## config.mk

```make
export PLATFORM = sky130hd
export DESIGN_NAME = apb_dbg_bridge
export DESIGN_NICKNAME = d
export VERILOG_FILES = /design/src/rtl/dbb_pkg.sv /design/src/rtl/dbb_apb_regs.sv /design/src/rtl/dbb_bus_ctrl.sv /design/src/rtl/apb_dbg_bridge.sv
export SDC_FILE = /design/constraint.sdc
export NUM_CORES = 1
export LEC_CHECK = 0
export BUFFER_PORTS_ARGS = -buffer_cell sky130_fd_sc_hd__buf_2
export CAP_MARGIN = 10
export CORE_MARGIN = 4
export CORE_UTILIZATION = 46
export DETAILED_ROUTE_END_ITERATION = 12
export PLACE_DENSITY = 0.9
export REMOVE_ABC_BUFFERS = 1
export SLEW_MARGIN = 10
export SYNTH_ARGS = -nofsm -noshare
export SYNTH_HDL_FRONTEND = slang
export SYNTH_HIERARCHICAL = 1
export SYNTH_SLANG_ARGS = --single-unit
```

## constraint.sdc

```tcl
create_clock -name clk_i -period 2.52 [get_ports clk_i]
set_input_delay 0.252 -clock clk_i [delete_from_list [all_inputs] [get_ports clk_i]]
set_output_delay 0.252 -clock clk_i [all_outputs]
set_load 0.02 [all_outputs]
```

## src/rtl/dbb_pkg.sv

```systemverilog
package dbb_pkg;
  localparam int APB_W  = 32;
  localparam int NOTE_W = 2;
  localparam int WORD_W = APB_W + NOTE_W;

  localparam int CMD_WR_BIT = 8;
  localparam int ST_BUSY    = 0;
  localparam int ST_ERR     = 1;

  localparam logic [7:0] OFS_LO   = 8'h00;
  localparam logic [7:0] OFS_HI   = 8'h04;
  localparam logic [7:0] OFS_CMD  = 8'h08;
  localparam logic [7:0] OFS_STAT = 8'h0C;
  localparam logic [7:0] OFS_CTRL = 8'h10;

  typedef enum logic [1:0] {
    ST_IDLE = 2'd0,
    ST_REQ  = 2'd1,
    ST_RSP  = 2'd2
  } bus_st_e;
endpackage

```

## src/rtl/dbb_apb_regs.sv

```systemverilog
module dbb_apb_regs
  import dbb_pkg::*;
#(
  parameter int PADDR_W     = 8,
  parameter int DADDR_W     = 5,
  parameter bit NOTIFY_IMPL = 1'b1
) (
  input  logic               clk_i,
  input  logic               rst_ni,
  input  logic               psel_i,
  input  logic               penable_i,
  input  logic               pwrite_i,
  input  logic [PADDR_W-1:0] paddr_i,
  input  logic [APB_W-1:0]   pwdata_i,
  output logic [APB_W-1:0]   prdata_o,
  output logic               pslverr_o,
  input  logic               busy_i,
  input  logic               load_i,
  input  logic [WORD_W-1:0]  load_data_i,
  output logic               start_o,
  output logic [DADDR_W-1:0] cmd_addr_o,
  output logic               cmd_write_o,
  output logic [WORD_W-1:0]  stage_o
);
  logic sel_lo, sel_hi, sel_cmd, sel_stat, sel_ctrl;
  logic wr, wr_ok, guarded, reject;
  logic [APB_W-1:0]   lo_q;
  logic [NOTE_W-1:0]  note_q;
  logic [DADDR_W-1:0] cmd_addr_q;
  logic               cmd_wr_q;
  logic               err_q;

  assign sel_lo   = paddr_i == PADDR_W'(OFS_LO);
  assign sel_hi   = paddr_i == PADDR_W'(OFS_HI);
  assign sel_cmd  = paddr_i == PADDR_W'(OFS_CMD);
  assign sel_stat = paddr_i == PADDR_W'(OFS_STAT);
  assign sel_ctrl = paddr_i == PADDR_W'(OFS_CTRL);

  assign wr      = psel_i & penable_i & pwrite_i;
  assign guarded = sel_lo | sel_hi | sel_cmd | sel_ctrl;
  assign reject  = wr & guarded & busy_i;
  assign wr_ok   = wr & ~busy_i;

  assign pslverr_o = reject;
  assign start_o   = wr_ok & sel_cmd;

  always_ff @(posedge clk_i or negedge rst_ni) begin
    if (!rst_ni)                lo_q <= '0;
    else if (load_i)            lo_q <= load_data_i[APB_W-1:0];
    else if (wr_ok && sel_lo)   lo_q <= pwdata_i;
  end

  generate
    if (NOTIFY_IMPL) begin : g_note
      always_ff @(posedge clk_i or negedge rst_ni) begin
        if (!rst_ni)                          note_q <= '0;
        else if (load_i)                      note_q <= load_data_i[WORD_W-1:APB_W];
        else if (wr_ok && (sel_hi || sel_ctrl)) note_q <= pwdata_i[NOTE_W-1:0];
      end
    end else begin : g_tie
      logic unused_hi;
      assign unused_hi = ^load_data_i[WORD_W-1:APB_W];
      assign note_q    = '0;
    end
  endgenerate

  always_ff @(posedge clk_i or negedge rst_ni) begin
    if (!rst_ni) begin
      cmd_addr_q <= '0;
      cmd_wr_q   <= 1'b0;
    end else if (start_o) begin
      cmd_addr_q <= pwdata_i[DADDR_W-1:0];
      cmd_wr_q   <= pwdata_i[CMD_WR_BIT];
    end
  end

  always_ff @(posedge clk_i or negedge rst_ni) begin
    if (!rst_ni)                                err_q <= 1'b0;
    else if (reject)                            err_q <= 1'b1;
    else if (wr && sel_stat && pwdata_i[ST_ERR]) err_q <= 1'b0;
  end

  assign stage_o     = {note_q, lo_q};
  assign cmd_addr_o  = cmd_addr_q;
  assign cmd_write_o = cmd_wr_q;

  always_comb begin
    prdata_o = '0;
    if (sel_lo) prdata_o = lo_q;
    if (sel_hi || sel_ctrl) prdata_o[NOTE_W-1:0] = note_q;
    if (sel_cmd) begin
      prdata_o[DADDR_W-1:0] = cmd_addr_q;
      prdata_o[CMD_WR_BIT]  = cmd_wr_q;
    end
    if (sel_stat) begin
      prdata_o[ST_BUSY] = busy_i;
      prdata_o[ST_ERR]  = err_q;
    end
  end


  rejected_keeps_stage_chk: assert property (@(posedge clk_i) disable iff (!rst_ni)
    reject && !load_i |=> $stable(stage_o));

  rejected_keeps_cmd_chk: assert property (@(posedge clk_i) disable iff (!rst_ni)
    reject |=> $stable(cmd_addr_q) && $stable(cmd_wr_q));

  rejected_sets_err_chk: assert property (@(posedge clk_i) disable iff (!rst_ni)
    reject |=> err_q);
endmodule

```

## src/rtl/dbb_bus_ctrl.sv

```systemverilog
module dbb_bus_ctrl
  import dbb_pkg::*;
#(
  parameter int DADDR_W = 5
) (
  input  logic               clk_i,
  input  logic               rst_ni,
  input  logic               start_i,
  input  logic [DADDR_W-1:0] cmd_addr_i,
  input  logic               cmd_write_i,
  input  logic [WORD_W-1:0]  stage_i,
  output logic               busy_o,
  output logic               load_o,
  output logic [WORD_W-1:0]  load_data_o,
  output logic               req_valid_o,
  input  logic               req_ready_i,
  output logic [DADDR_W-1:0] req_addr_o,
  output logic               req_write_o,
  output logic [WORD_W-1:0]  req_data_o,
  input  logic               rsp_valid_i,
  input  logic [WORD_W-1:0]  rsp_data_i,
  output logic               rsp_ready_o
);
  bus_st_e st_q, st_d;

  always_comb begin
    st_d = st_q;
    case (st_q)
      ST_IDLE: if (start_i)     st_d = ST_REQ;
      ST_REQ:  if (req_ready_i) st_d = ST_RSP;
      ST_RSP:  if (rsp_valid_i) st_d = ST_IDLE;
      default:                  st_d = ST_IDLE;
    endcase
  end

  always_ff @(posedge clk_i or negedge rst_ni) begin
    if (!rst_ni) st_q <= ST_IDLE;
    else         st_q <= st_d;
  end

  assign busy_o      = st_q != ST_IDLE;
  assign req_valid_o = st_q == ST_REQ;
  assign rsp_ready_o = st_q == ST_RSP;
  // command and staging are write-protected while busy, so drive them directly
  assign req_addr_o  = cmd_addr_i;
  assign req_write_o = cmd_write_i;
  assign req_data_o  = stage_i;
  assign load_o      = rsp_ready_o & rsp_valid_i & ~cmd_write_i;
  assign load_data_o = rsp_data_i;


  req_hold_chk: assert property (@(posedge clk_i) disable iff (!rst_ni)
    req_valid_o && !req_ready_i |=> req_valid_o && $stable(req_addr_o)
      && $stable(req_write_o) && $stable(req_data_o));

  start_when_idle_chk: assert property (@(posedge clk_i) disable iff (!rst_ni)
    start_i |-> !busy_o);

  one_req_per_start_chk: assert property (@(posedge clk_i) disable iff (!rst_ni)
    $rose(req_valid_o) |-> $past(start_i));

  rsp_after_accept_chk: assert property (@(posedge clk_i) disable iff (!rst_ni)
    req_valid_o && req_ready_i |=> rsp_ready_o);
endmodule

```

## src/rtl/apb_dbg_bridge.sv

```systemverilog
module apb_dbg_bridge
  import dbb_pkg::*;
#(
  parameter int PADDR_W     = 8,
  parameter int DADDR_W     = 5,
  parameter bit NOTIFY_IMPL = 1'b1
) (
  input  logic               clk_i,
  input  logic               rst_ni,
  input  logic               psel_i,
  input  logic               penable_i,
  input  logic               pwrite_i,
  input  logic [PADDR_W-1:0] paddr_i,
  input  logic [31:0]        pwdata_i,
  output logic [31:0]        prdata_o,
  output logic               pready_o,
  output logic               pslverr_o,
  output logic               dbg_req_valid_o,
  input  logic               dbg_req_ready_i,
  output logic [DADDR_W-1:0] dbg_req_addr_o,
  output logic               dbg_req_write_o,
  output logic [33:0]        dbg_req_data_o,
  input  logic               dbg_rsp_valid_i,
  input  logic [33:0]        dbg_rsp_data_i,
  output logic               dbg_rsp_ready_o
);
  logic               busy, load, start, cmd_write;
  logic [WORD_W-1:0]  load_data, stage;
  logic [DADDR_W-1:0] cmd_addr;

  assign pready_o = 1'b1;

  dbb_apb_regs #(
    .PADDR_W(PADDR_W), .DADDR_W(DADDR_W), .NOTIFY_IMPL(NOTIFY_IMPL)
  ) u_regs (
    .clk_i, .rst_ni, .psel_i, .penable_i, .pwrite_i, .paddr_i, .pwdata_i,
    .prdata_o, .pslverr_o,
    .busy_i(busy), .load_i(load), .load_data_i(load_data),
    .start_o(start), .cmd_addr_o(cmd_addr), .cmd_write_o(cmd_write),
    .stage_o(stage)
  );

  dbb_bus_ctrl #(.DADDR_W(DADDR_W)) u_bus (
    .clk_i, .rst_ni,
    .start_i(start), .cmd_addr_i(cmd_addr), .cmd_write_i(cmd_write),
    .stage_i(stage), .busy_o(busy), .load_o(load), .load_data_o(load_data),
    .req_valid_o(dbg_req_valid_o), .req_ready_i(dbg_req_ready_i),
    .req_addr_o(dbg_req_addr_o), .req_write_o(dbg_req_write_o),
    .req_data_o(dbg_req_data_o),
    .rsp_valid_i(dbg_rsp_valid_i), .rsp_data_i(dbg_rsp_data_i),
    .rsp_ready_o(dbg_rsp_ready_o)
  );
endmodule

```

==> flow_metrics.py, run 1 <==
metrics = {
    "run_status": {
        "status": "finished clean",
    },
    "setup_path": {
        "cp_slowest_cell": "dfrtp_1",
        "endpoint_kind": "flip-flop",
        "path_buf_inv": 1,
        "arrival_ps": 2380,
        "start_kind": "flip-flop",
        "worstPathRequired_ps": 2690,
        "crit_family": "simple AND/OR/NAND/NOR gates",
        "worstPathCellList": "or2_1 -> and4b_1 -> nand4_4 -> buf_4 -> mux2_1 -> mux2_2",
        "path_class": "flip-flop to flip-flop",
        "slowest_delay_ps": 430,
        "critPathMaxFanout": 32,
    },
    "run": {
        "timing.max_cap.violations": 0,
    },
    "cells_and_area": {
        "layout-drive-gt1-share_pct": 69.6,
        "fin_nets": 434,
        "syn_to_final_growth_pct": 11.8,
        "post-route-util_pct": 53.5,
        "final_cell_area_um2": 3410,
        "antenna_cells": 0,
        "fillCellCount": 569,
    },
    "timing": {
        "final_max_slew_viol_count": 0,
        "rsz0062_at_grt": "no",
        "fin_ws_ps": 311,
        "relSlewSlack_pct": 35.5,
        "fmax_ghz": 0.453,
        "holdWs_ps": 117,
        "fin_crit_ps": 2210,
        "finalCritPeriodShare_pct": 87.7,
        "worst_slew_pin_slew_ps": 968,
        "hold_violations": 0,
        "finalClockSkew_ps": 3.82,
        "setup_viol": 0,
        "fin_setup_tns_ps": 0,
    },
    "global_route": {
        "grt.total_usage_pct": 16.2,
        "grt_overflow": 0,
        "antenna_found_initial": 0,
        "grt_pass1_vias": 2167,
        "grt_max_degree": 44,
        "grt_pass1_wl_mm": 10.1,
    },
    "logic_synthesis": {
        "synth-simple-area-share_pct": 11.0,
        "synth_compound_area_share_pct": 3.48,
        "mappedNetlistArea_um2": 3050,
        "synth_xor_area_share_pct": 0.287,
        "ys_ff_latch": 43,
        "synth_top_family_by_area": "multiplexers",
        "synth_adder_area_share_pct": 0,
        "synthMuxAreaShare_pct": 28.9,
        "syn-instance-count": 273,
        "ys_types": 34,
        "yosys_warnings": 6,
        "seq_area_frac_synth_pct": 35.2,
        "syn_avg_cell_area_um2": 11.2,
    },
    "clock_network": {
        "root_buffer": "clkbuf_8",
        "cts_buffers": 5,
        "htreeDepth": 2,
        "postCtsResizedCells": 0,
        "cts_max_path_buffers": 2,
        "cts_tree": "done",
        "cts.sinks": 43,
        "cts_hold_buf": 0,
        "worstSkewPairLatency_ps": 280,
        "cts_setup_buffers": 0,
        "clkTransAtPathRegs_ps": 80,
    },
    "floorplan": {
        "die_width_um": 89.5,
        "initial_core_util_pct": 47.8,
        "die_y_um": 89.5,
        "io_pins": 157,
        "num_rows": 29,
        "core_area_um2": 6390,
        "die-area_um2": 8010,
    },
    "pwr": {
        "p_clk_share_pct": 30.7,
        "switching_share_pct": 24.6,
        "internal-power_mw": 0.986,
        "power_switching_mw": 0.322,
        "p_comb_share_pct": 14.0,
        "p_leak_nw": 2.02,
        "pwr-share-seq_pct": 55.3,
        "power.density_nw_per_um2": 383,
        "vdd.ir_drop.worst_uv": 185,
    },
    "detailed_routing": {
        "finalWirelength_mm": 6.77,
        "drc": 0,
        "routed_via_density": 4.99,
        "antenna_left": 0,
        "vias": 2140,
        "first_pass_iters": 4,
        "drtIter0Drc": 57,
        "wl_per_cell_um": 15.8,
    },
    "place": {
        "pre_cts_ws_ps": 327,
        "io_buffers": 155,
        "gp_congestion": 0.961,
        "placed_area_um2": 3340,
        "hpwl_mm": 5.24,
    },
    "min_path": {
        "hold_class": "primary input to asynchronous set/reset pin",
    },
}
==> kinds of logic after synthesis <==
| group | Yosys count |
|---|---|
| buffers and inverters | 89 |
| AOI/OAI and AO/OA | 13 |
| muxes | 76 |
| xor gates and xnor gates | 1 |
| and+or+nand+nor | 50 |
| other | 1 |
| DFF | 43 |
==> routing by layer <==
layer,global-route usage [%],wire (µm)
met5,0,0
met4,5.01,61
met3,3.50,484
met2,30.8,3800
met1,17.8,2420
==> path summary, 6_finish.rpt <==
path | from | end | slack, ps | cells after the start
setup / recovery | u_bus/st_q[0] | u_regs/lo_q[21] | 310 | 6
hold / removal | rst_ni | u_regs/lo_q[18] | 120 | 1
setup reg to reg | u_bus/st_q[0] | u_regs/lo_q[21] | 310 | 6
hold reg to reg | u_bus/st_q[1] | u_bus/st_q[0] | 500 | 1
max in group asynchronous | rst_ni | u_regs/note_q[0] | 1810 | 1
min in group clk_i | dbg_rsp_data_i[25] | u_regs/lo_q[25] | 190 | 2
==> sequential cells by signal, summed over array words and instances (netlist names) <==
register / count
u_regs/cmd_addr_o: 5
u_bus/st_q: 2
u_regs/lo_q: 32
u_regs/cmd_write_o: 1
u_regs/err_q: 1
u_regs/note_q: 2
==> per-stage QoR <==
stage / power [mW] / std cells
finish: 1.31 / 429
global route: 1.38 / 429
CTS: 1.33 / 429
detailed placement: 0.923 / 423
global placement: 0.916 / 423
floorplan: 0.809 / 186
==> power by group through the flow <==
stage | clock, mW | combinational (mW) | sequential, mW
global route | 0.450 | 0.200 | 0.726
CTS | 0.419 | 0.187 | 0.723
detailed placement | 0 | 0.186 | 0.737
global placement | 0 | 0.180 | 0.735
floorplan | 0 | 0.0501 | 0.759
finish | 0.402 | 0.184 | 0.723
==> area by class of cell <==
type                            instances  area [µm²]  area share (%)
Clock buffer                            6        72.6            2.13
Timing Repair Buffer                  160         813            23.8
Sequential cell                        43        1080            31.5
Multi-Input combinational cell        141        1350            39.5
Inverter                                2        7.51           0.220
Tap cell                               77        96.3            2.82
==> layout by cell type (no fill, tap or decap), drive strengths merged <==
cell / count
buf: 160
mux2: 74
dfrtp: 43
and2: 26
clkbuf: 6
a22o: 5
nor2: 5
nand2b: 3
nand2: 3
nor3: 3
inv: 2
a21oi: 2
nand3: 2
mux2i: 2
a22oi: 2
o32ai: 2
nand4: 2
conb: 1
and2b: 1
or2: 1
nor2b: 1
nor3b: 1
nor4: 1
xor2: 1
and4b: 1
o2111a: 1
o41ai: 1
==> cell usage after synthesis <==
master,instances,area share (%)
o32ai_1,2,0.57
nor2_2,1,0.20
or2_1,1,0.20
inv_1,2,0.25
clkbuf_1,6,0.74
mux2_4,8,3.9
xor2_1,1,0.29
nand3_1,2,0.33
nand4_1,1,0.20
conb_1,1,0.12
a21oi_1,2,0.33
nand2_1,3,0.37
nand4_4,1,0.70
mux2_2,65,24
buf_1,1,0.12
a22oi_1,2,0.49
and4b_1,1,0.33
nor2_1,4,0.49
o2111a_1,1,0.37
nor4_4,1,0.70
mux2i_1,2,0.66
and2b_4,1,0.33
nand2b_1,3,0.61
nor3b_2,1,0.41
mux2_1,1,0.37
buf_6,3,1.1
and2_1,26,5.3
a22o_1,5,1.4
nor3_1,3,0.49
buf_4,75,18
nor2b_2,1,0.29
buf_2,2,0.33
dfrtp_1,43,35
o41ai_1,1,0.29
No activity file was read; power rests on OpenSTA's default activity.
==> run 2: changes to the inputs <==
--- a/config.mk
+++ b/config.mk
@@ -8,12 +8,11 @@
 export BUFFER_PORTS_ARGS = -buffer_cell sky130_fd_sc_hd__buf_2
 export CAP_MARGIN = 10
 export CORE_MARGIN = 4
-export CORE_UTILIZATION = 46
+export CORE_UTILIZATION = 43
 export DETAILED_ROUTE_END_ITERATION = 12
 export PLACE_DENSITY = 0.9
 export REMOVE_ABC_BUFFERS = 1
 export SLEW_MARGIN = 10
 export SYNTH_ARGS = -nofsm -noshare
 export SYNTH_HDL_FRONTEND = slang
-export SYNTH_HIERARCHICAL = 1
 export SYNTH_SLANG_ARGS = --single-unit
==> flow_metrics.py, run 2 <==
metrics = {
    "pwr": {
        "switching_share_pct": 25.4,
        "pwr-share-seq_pct": 53.5,
        "internal-power_mw": 1.01,
        "power.total_mw": 1.36,
        "vdd.ir_drop.worst_uv": 260,
        "p_clk_share_pct": 31.8,
        "p_leak_nw": 1.95,
        "power_switching_mw": 0.344,
        "power.density_nw_per_um2": 397,
        "p_comb_share_pct": 14.7,
    },
    "cells_and_area": {
        "antenna_cells": 0,
        "stdcell_count": 469,
        "fin_nets": 478,
        "post-route-util_pct": 61.2,
        "final_common_cell": "buf_2",
        "syn_to_final_growth_pct": 36.4,
        "largest_reg_flops": 32,
        "final_cell_mix": "buf_2 (155), dfrtp_1 (43), mux2i_1 (38)",
        "largest_register": "u_regs.lo_q",
        "final_cell_area_um2": 3410,
        "layout-drive-gt1-share_pct": 48.1,
    },
    "setup_path": {
        "endpoint_kind": "output pin",
        "r2r_end": "u_regs.lo_q[9]",
        "reg2reg_depth": 4,
        "worstPathRequired_ps": 2270,
        "path_class": "primary input to output pin",
        "start_kind": "primary input",
        "r2r-start": "u_bus.st_q[1]",
        "arrival_ps": 1860,
        "critPathMaxFanout": 7,
        "r2r_slack_ps": 650,
    },
    "logic_synthesis": {
        "syn_avg_cell_area_um2": 10.0,
        "synth.area.top_cells": "dfrtp_1 (43%), mux2i_1 (15%), and3_1 (7.0%)",
        "ys_ff_latch": 43,
        "yosysTopAreaCell": "dfrtp_1",
        "synth-edff-count": 0,
        "seq_area_frac_synth_pct": 43.0,
        "yosys_warnings": 0,
        "ys_types": 39,
        "mappedNetlistArea_um2": 2500,
        "synth_top_area_share_pct": 43.0,
        "synth_top_flop_cell": "dfrtp_1",
        "yosysMostFrequentCell": "dfrtp_1",
        "syn-instance-count": 249,
        "synthTopCellsByCount": "dfrtp_1 (43), mux2i_1 (38), nand3_1 (32), and3_1 (28), o21ai_0 (21)",
        "ys_async_sr_fraction_pct": 100,
    },
    "place": {
        "hpwl_mm": 5.87,
        "placed_area_um2": 3320,
        "pre_cts_ws_ps": 376,
        "dp.cells": 462,
        "io_buffers": 155,
        "gp_congestion": 0.838,
    },
    "timing": {
        "fin_ws_ps": 407,
        "setup_viol": 0,
        "relSlewSlack_pct": 37.3,
        "worst_slew_pin_slew_ps": 940,
        "final_max_slew_viol_count": 0,
        "hold_violations": 0,
        "fin_setup_tns_ps": 0,
        "fin_crit_ps": 2110,
        "rsz0062_at_grt": "no",
        "fmax_ghz": 0.473,
        "finalClockSkew_ps": 3.96,
        "finalCritPeriodShare_pct": 83.8,
        "holdWs_ps": 105,
    },
    "global_route": {
        "grt_max_degree": 44,
        "grt_overflow": 0,
        "grt.total_usage_pct": 20.4,
        "grt_pass1_vias": 2525,
        "grt_pass1_wl_mm": 11.9,
        "antenna_found_initial": 0,
    },
    "detailed_routing": {
        "wl_per_cell_um": 15.9,
        "routed_via_density": 5.27,
        "finalWirelength_mm": 7.46,
        "first_pass_iters": 4,
        "drc": 0,
        "vias": 2473,
        "drtIter0Drc": 69,
        "antenna_left": 0,
    },
    "floorplan": {
        "initial_core_util_pct": 44.9,
        "die-area_um2": 7100,
        "num_rows": 27,
        "die_width_um": 84.3,
        "io_pins": 157,
        "core_area_um2": 5570,
        "die_y_um": 84.3,
    },
    "clock_network": {
        "cts_hold_buf": 0,
        "cts_max_path_buffers": 2,
        "clkTransAtPathRegs_ps": 70,
        "cts_buffers": 5,
        "htreeDepth": 2,
        "postCtsResizedCells": 0,
        "cts_setup_buffers": 0,
        "cts.sinks": 43,
        "root_buffer": "clkbuf_8",
        "worstSkewPairLatency_ps": 290,
        "cts_tree": "done",
    },
    "run_status": {
        "status": "finished clean",
    },
    "min_path": {
        "hold_class": "primary input to asynchronous set/reset pin",
    },
    "run": {
        "timing.max_cap.violations": 0,
    },
}
==> run 2: changes by cell type after synthesis, moves of 21 or more <==
cell,previous run,this run
buf_4,75,1
and2_1,26,0
nand3_1,2,32
and3_1,0,28
mux2i_1,2,38
o21ai_0,0,21
mux2_2,65,6
==> run 2: cell type report <==
class                   count  area (µm²)
clock inverters             1        5.00
multi-input cells         182        1320
inverters                   3        11.3
flip-flops and latches     43        1080
repair buffers            162         828
clock buffers               6        82.6
well taps                  72        90.1
fillers                   492        2160
==> run 2: logic make-up after synthesis <==
family	count (synthesis)	share of synthesized area, %
other	1	0.150
muxes	44	17.9
buffers and inverters	24	4.85
DFF	43	43.0
and+or+nand+nor	92	22.4
xor gates and xnor gates	1	0.350
AOI/OAI and AO/OA	43	10.9
adders and majority gates	1	0.400
==> run 2: how the worst max path moves through the flow <==
stage	slack [ps]	startpoint	endpoint	cells after the start
4_1_cts	410	paddr_i[7]	prdata_o[0]	5
2_1_floorplan	-470	u_bus.st_q[0]	u_regs.lo_q[15]	4
3_3_place_gp	420	paddr_i[7]	prdata_o[0]	5
3_5_place_dp	380	paddr_i[7]	u_regs.cmd_write_o	5
6_report	410	paddr_i[7]	prdata_o[0]	5
5_1_grt	300	paddr_i[7]	prdata_o[0]	5
==> run 2: critical path, stage by stage <==
cell	delay [ps]
buf_2	130
nor4_1	330
or4b_1	700
o221ai_1	250
buf_2	200
==> run 2: layer usage <==
metal | global-route usage (%) | vias to the layer above | routed length (µm)
li1 | - | 1201 | -
met5 | 0 | - | 0
met2 | 38.0 | 90 | 3930
met4 | 5.85 | 0 | 65
met3 | 3.73 | 7 | 474
met1 | 23.8 | 1175 | 2990
==> run 2: power by group through the flow <==
| stage | Combinational (mW) | Sequential [mW] | Clock (mW) |
|---|---|---|---|
| floorplan | 0.0515 | 0.761 | 0 |
| global placement | 0.193 | 0.738 | 0 |
| detailed placement | 0.201 | 0.739 | 0 |
| CTS | 0.201 | 0.725 | 0.443 |
| global route | 0.220 | 0.728 | 0.475 |
| finish | 0.199 | 0.725 | 0.431 |
